## config.mk

```make
export PLATFORM = sky130hd
export DESIGN_NAME = aes128_keysched
export DESIGN_NICKNAME = d
export VERILOG_FILES = /design/src/rtl/aes_ks_pkg.sv /design/src/rtl/ks_sbox.sv /design/src/rtl/ks_gword.sv /design/src/rtl/ks_rcon.sv /design/src/rtl/aes128_keysched.sv
export SDC_FILE = /design/constraint.sdc
export NUM_CORES = 2
export LEC_CHECK = 0
export BUFFER_PORTS_ARGS = -buffer_cell sky130_fd_sc_hd__buf_2
export CORE_ASPECT_RATIO = 0.8
export CORE_MARGIN = 2
export CORE_UTILIZATION = 52
export CTS_CLUSTER_DIAMETER = 50
export DETAILED_ROUTE_END_ITERATION = 8
export PLACE_DENSITY = 0.72
export SKIP_CTS_REPAIR_TIMING = 1
export SLEW_MARGIN = 15
export SYNTH_ARGS = -nofsm -noshare
export SYNTH_HDL_FRONTEND = slang
export SYNTH_SLANG_ARGS = --single-unit
```

## constraint.sdc

```tcl
create_clock -name clk -period 16.9 [get_ports clk]
set_input_delay 3.38 -clock clk [delete_from_list [all_inputs] [get_ports clk]]
set_output_delay 3.38 -clock clk [all_outputs]
set_load 0.05 [all_outputs]
```

## src/rtl/aes_ks_pkg.sv

```systemverilog
// Package aes_ks_pkg
// Shared widths and GF(2^8) arithmetic for the AES-128 round key expander.
// Assumes the AES field polynomial x^8+x^4+x^3+x+1.
package aes_ks_pkg;
    localparam int BYTE_W    = 8;
    localparam int WORD_W    = 32;
    localparam int KEY_W     = 128;
    localparam int NUM_RKEYS = 11;
    localparam int WORDS     = KEY_W / WORD_W;
    localparam int BYTES_PW  = WORD_W / BYTE_W;
    localparam logic [BYTE_W-1:0] FIELD_RED  = 8'h1B;
    localparam logic [BYTE_W-1:0] AFFINE_C   = 8'h63;
    localparam logic [BYTE_W-1:0] RCON_FIRST = 8'h01;

    // Multiply by x in GF(2^8).
    function automatic logic [BYTE_W-1:0] gf_dbl(input logic [BYTE_W-1:0] a);
        return {a[BYTE_W-2:0], 1'b0} ^ (a[BYTE_W-1] ? FIELD_RED : '0);
    endfunction

    // General multiply in GF(2^8), shift-and-add.
    function automatic logic [BYTE_W-1:0] gf_mul(input logic [BYTE_W-1:0] a,
                                                 input logic [BYTE_W-1:0] b);
        logic [BYTE_W-1:0] acc;
        logic [BYTE_W-1:0] sh;
        acc = '0;
        sh  = a;
        for (int i = 0; i < BYTE_W; i++) begin
            if (b[i]) acc = acc ^ sh;
            sh = gf_dbl(sh);
        end
        return acc;
    endfunction

    // Inverse as a^254 (product of a^2, a^4, ..., a^128); zero maps to zero.
    function automatic logic [BYTE_W-1:0] gf_inv(input logic [BYTE_W-1:0] a);
        logic [BYTE_W-1:0] sq;
        logic [BYTE_W-1:0] r;
        sq = a;
        r  = 8'h01;
        for (int i = 0; i < BYTE_W - 1; i++) begin
            sq = gf_mul(sq, sq);
            r  = gf_mul(r, sq);
        end
        return r;
    endfunction

    // Rotate a byte left by n places.
    function automatic logic [BYTE_W-1:0] rotl8(input logic [BYTE_W-1:0] a, input int n);
        return (a << n) | (a >> (BYTE_W - n));
    endfunction
endpackage

```

## src/rtl/ks_sbox.sv

```systemverilog
// Module ks_sbox
// Combinational AES forward S-box: field inverse followed by the affine map.
// Assumes no pipelining is wanted; the result settles within the cycle.
module ks_sbox
    import aes_ks_pkg::*;
(
    input  logic [BYTE_W-1:0] in_byte,
    output logic [BYTE_W-1:0] out_byte
);
    logic [BYTE_W-1:0] inv;

    // Invert in the field, then apply the rotate-XOR affine transform.
    always_comb begin
        inv      = gf_inv(in_byte);
        out_byte = inv ^ rotl8(inv, 1) ^ rotl8(inv, 2) ^ rotl8(inv, 3)
                 ^ rotl8(inv, 4) ^ AFFINE_C;
    end
endmodule

```

## src/rtl/ks_gword.sv

```systemverilog
// Module ks_gword
// Nonlinear word function of the key schedule: byte rotate, per-byte
// substitution, round constant into the leftmost byte.
// Assumes byte 0 (leftmost) sits in the top bits of the word.
module ks_gword
    import aes_ks_pkg::*;
(
    input  logic [WORD_W-1:0] word_i,
    input  logic [BYTE_W-1:0] rcon_i,
    output logic [WORD_W-1:0] word_o
);
    logic [WORD_W-1:0] rot;
    logic [WORD_W-1:0] sub;

    // Rotate left by one byte: leftmost byte moves to the rightmost slot.
    always_comb rot = {word_i[WORD_W-BYTE_W-1:0], word_i[WORD_W-1 -: BYTE_W]};

    // One S-box per byte lane.
    for (genvar b = 0; b < BYTES_PW; b++) begin : g_lane
        ks_sbox u_sbox (
            .in_byte  (rot[b*BYTE_W +: BYTE_W]),
            .out_byte (sub[b*BYTE_W +: BYTE_W])
        );
    end

    // Round constant touches only the leftmost byte.
    always_comb word_o = sub ^ {rcon_i, {(WORD_W-BYTE_W){1'b0}}};
endmodule

```

## src/rtl/ks_rcon.sv

```systemverilog
// Module ks_rcon
// Round constant register, advanced by field doubling.
// Assumes load and step are never high together.
module ks_rcon
    import aes_ks_pkg::*;
(
    input  logic              clk,
    input  logic              rst_n,
    input  logic              load_i,
    input  logic              step_i,
    output logic [BYTE_W-1:0] rcon_o
);
    logic [BYTE_W-1:0] rcon_q;

    // Reload to the first constant on start, double on every round step.
    always_ff @(posedge clk) begin
        if (!rst_n)      rcon_q <= RCON_FIRST;
        else if (load_i) rcon_q <= RCON_FIRST;
        else if (step_i) rcon_q <= gf_dbl(rcon_q);
    end

    assign rcon_o = rcon_q;
endmodule

```

## src/rtl/aes128_keysched.sv

```systemverilog
// Module aes128_keysched
// AES-128 key expansion, one round key per cycle from a rolling four-word
// register. Assumes the consumer takes each key in the cycle it is valid;
// a start during a running schedule is ignored.
module aes128_keysched
    import aes_ks_pkg::*;
#(
    parameter int N_KEYS = NUM_RKEYS
) (
    input  logic               clk,
    input  logic               rst_n,
    input  logic               start_i,
    input  logic [KEY_W-1:0]   key_i,
    output logic [KEY_W-1:0]   rkey_o,
    output logic [3:0]         rkey_idx_o,
    output logic               rkey_vld_o,
    output logic               done_o
);
    localparam int IDX_W = $clog2(N_KEYS);
    localparam logic [IDX_W-1:0] LAST_IDX = IDX_W'(N_KEYS - 1);

    logic [KEY_W-1:0]  rk_q;
    logic [KEY_W-1:0]  rk_next;
    logic [IDX_W-1:0]  idx_q;
    logic              vld_q;
    logic              done_q;
    logic              accept;
    logic              advance;
    logic [BYTE_W-1:0] rcon;
    logic [WORD_W-1:0] g_out;
    logic [WORD_W-1:0] cur_w [WORDS];
    logic [WORD_W-1:0] nxt_w [WORDS];

    // Decode start acceptance and round advance.
    always_comb begin
        accept  = start_i && !vld_q;
        advance = vld_q && (idx_q != LAST_IDX);
    end

    // Split the current group into words, W[4i] in the top bits.
    for (genvar w = 0; w < WORDS; w++) begin : g_split
        assign cur_w[w] = rk_q[KEY_W-1-w*WORD_W -: WORD_W];
    end

    ks_rcon u_rcon (
        .clk    (clk),
        .rst_n  (rst_n),
        .load_i (accept),
        .step_i (advance),
        .rcon_o (rcon)
    );

    ks_gword u_gword (
        .word_i (cur_w[WORDS-1]),
        .rcon_i (rcon),
        .word_o (g_out)
    );

    // Word recursion: first word uses g, the rest chain on the new word before.
    always_comb begin
        nxt_w[0] = cur_w[0] ^ g_out;
        for (int w = 1; w < WORDS; w++) nxt_w[w] = cur_w[w] ^ nxt_w[w-1];
    end

    // Reassemble the next group.
    for (genvar w = 0; w < WORDS; w++) begin : g_join
        assign rk_next[KEY_W-1-w*WORD_W -: WORD_W] = nxt_w[w];
    end

    // Sequence control: load, step through rounds, finish.
    always_ff @(posedge clk) begin
        if (!rst_n) begin
            rk_q   <= '0;
            idx_q  <= '0;
            vld_q  <= 1'b0;
            done_q <= 1'b0;
        end else if (accept) begin
            rk_q   <= key_i;
            idx_q  <= '0;
            vld_q  <= 1'b1;
            done_q <= 1'b0;
        end else if (advance) begin
            rk_q   <= rk_next;
            idx_q  <= idx_q + 1'b1;
        end else if (vld_q) begin
            vld_q  <= 1'b0;
            done_q <= 1'b1;
        end
    end

    assign rkey_o     = rk_q;
    assign rkey_idx_o = 4'(idx_q);
    assign rkey_vld_o = vld_q;
    assign done_o     = done_q;
endmodule

```

==> results.yml <==
outcome:
  status: "finished, final reports clean"
final_layout:
  area_growth_pct: 10.1
  final_cells: 10384
  drive_above_1_share_pct: 14.3
  final_net_count: 8883
  fillers: 11314
global_routing:
  grt_max_degree: 133
  grt_pass1_wl_mm: 342
  gr-usage-met3_pct: 6.99
  use_met1_pct: 50.0
  busiest_layer: "met1"
  grt_antenna_before_repair: 9
  grt_pass1_vias: 58121
  grt_usage_pct: 33.5
  use_met2_pct: 48.9
  overflow: 0
yosys:
  synthFlopType: "dfxtp_1"
  synth_top_area_share_pct: 22.4
  synth-adder-area-share_pct: 0.442
  synth_common_cells: "xnor2_1 (1,638), nor2_1 (1,187), nand2_1 (955)"
  yosys_warnings: 0
  yosysSeqAreaShare_pct: 4.44
  syn_avg_cell_area_sq_um: 7.48
  yosys-top-cells-area: "xnor2_1 (22%), xnor3_1 (12%), nor2_1 (7.0%)"
  synth.largest_area_cell: "xnor2_1"
  netlist_area_sq_um: 64000
  synth_cells: 8559
  synth-edff-count: 0
  synth_seq_cells: 142
  ys_types: 125
  yosysMostFrequentCell: "xnor2_1"
  synthArstFlopShare_pct: 0
  synth_mux_area_share_pct: 4.23
  syn-num-nets: 8711
  synthSimpleGateAreaFrac_pct: 20.1
  synth_top_family_by_area: "XOR/XNOR gates"
  synth_compound_area_share_pct: 18.6
  synth-xor-area-share_pct: 47.5
timing:
  min_period_ns: 16.32
  maxSlewHeadroom_pct: 19.2
  clock_skew_ns: 0.0202
  hold_viol: 0
  rsz0062_at_grt: "yes"
  worst_slack_ns: 0.582
  drv_slew: 0
  setup_viol: 0
  fmax_ghz: 0.0613
  worst_pin_slew_ns: 1.21
  hold_ws_ns: 0.490
  period_share_pct: 96.6
place:
  pre_cts_ws_ns: -0.419
  gp_congestion: 0.973
  dp_cells: 10306
  hpwl_mm: 166
  port_buffers: 264
critical_path:
  cp-end-kind: "flop"
  path_buf_inv: 4
  crit_family: "XOR/XNOR gates"
  required_ns: 17.35
  cpPeakStageDelay_ns: 0.56
  start_kind: "flop"
  cp_max_fo: 14
  slowest_stage: "xnor3_1"
  crit_top_cell: "xnor3_1"
  worstPathArrival_ns: 16.77
  critPathKind: "reg2reg"
clocking:
  clkLatencyLatePin_ns: 0.52
  cts_buffers: 17
  cts_buffer_depth: 2
  cts_root_buf: "clkbuf_16"
  cts_num_sinks: 142
  cts_max_level: 4
  cts_tree: "yes"
  clkTransAtPathRegs_ns: 0.09
routing:
  num_vias: 63952
  routed_wl_mm: 222
  drt_iter0_markers: 7628
  drtPass1Iterations: 6
  vias_per_cell: 6.16
  drc: 0
  wl_per_cell_um: 21.3
  ant_nets: 0
worst_hold_path:
  holdCritPathClass: "reg2reg"
floorplanning:
  start_util_pct: 52.3
  dieArea_sq_um: 126000
  core_area_sq_um: 122000
  io_pins: 265
  rows: 115
  die_h_um: 318
  die_x_um: 396
run:
  maxCapViolations: 0
kinds of logic after synthesis:
family | after synthesis
xor gates and xnor gates | 2644
buffers and inverters | 703
muxes | 261
AOI/OAI and AO/OA | 1819
adders and majority gates | 23
DFF | 142
and+or+nand+nor | 2967
worst min-delay path: cells and delay by family (launching register included):
family | cells | cell delay, ns
and+or+nand+nor | 1 | 0.06
AOI/OAI and AO/OA | 1 | 0.05
DFF | 1 | 0.33
worst paths after layout:
kind                                       from                       endpoint  slack (ns)  cells after the start
hold reg to reg   u_rcon.rcon_o[5]$_SDFFE_PP0P_  u_rcon.rcon_o[5]$_SDFFE_PP0P_        0.49                      2
hold / removal    u_rcon.rcon_o[5]$_SDFFE_PP0P_  u_rcon.rcon_o[5]$_SDFFE_PP0P_        0.49                      2
setup reg to reg        rkey_o[16]$_SDFFE_PN0P_        rkey_o[28]$_SDFFE_PN0P_        0.58                     54
setup / recovery        rkey_o[16]$_SDFFE_PN0P_        rkey_o[28]$_SDFFE_PN0P_        0.58                     54
placed cells by master, fill, tap and decap left out, types with 44 or more instances in the layout:
| cell | count |
|---|---|
| buf_2 | 264 |
| a211oi_1 | 87 |
| nor3_1 | 208 |
| xor2_1 | 421 |
| mux2_2 | 48 |
| nor2_1 | 1181 |
| xor3_1 | 50 |
| xnor2_2 | 148 |
| a21oi_1 | 511 |
| xnor3_1 | 337 |
| and3_1 | 51 |
| xor2_2 | 44 |
| a22oi_1 | 70 |
| dfxtp_1 | 140 |
| nor2b_1 | 61 |
| and2_1 | 47 |
| nand3_1 | 172 |
| o211ai_1 | 84 |
| inv_1 | 81 |
| nand2_1 | 953 |
| a221oi_1 | 58 |
| o21ai_0 | 347 |
| or3_1 | 51 |
| o22ai_1 | 104 |
| xnor2_1 | 1550 |
| buf_4 | 491 |
| nand2b_1 | 65 |
| a31oi_1 | 90 |
| mux2i_1 | 205 |
final cells by class:
class	count	area (sq um)	area share, %
sequential	142	2850	4.04
multi-input combinational	7715	59500	84.5
clock buffer	17	425	0.604
antenna	2	5.00	0.00710
tap	1638	2050	2.91
timing repair buffer	757	5050	7.16
clock inverter	15	174	0.247
inverter	98	375	0.533
flip-flops by register name, indices dropped and copies added (netlist names):
name / count
rkey_idx_o: 4
u_rcon.rcon_o: 8
done_o: 1
rkey_o: 128
rkey_vld_o: 1
metrics by stage:
| stage | setup TNS [ns] | instance area [sq um] | util, % |
|---|---|---|---|
| detailed placement | -3.25 | 68500 | 55.9 |
| CTS | -5.58 | 69100 | 56.4 |
| floorplan | 0 | 64000 | - |
| global placement | -0.279 | 68500 | 55.9 |
| global route | -0.126 | 70500 | 57.5 |
| finish | 0 | 70500 | 57.5 |
routing by layer:
| metal | wire (um) | share of wire, % |
|---|---|---|
| met1 | 98500 | 44 |
| met2 | 93100 | 42 |
| met3 | 24600 | 11 |
| met4 | 5340 | 2.4 |
| met5 | 34 | 0.015 |
Power is left out: the tool's default activity adds up to more than one toggle a clock period on the data nets, which glitch-free logic cannot reach.
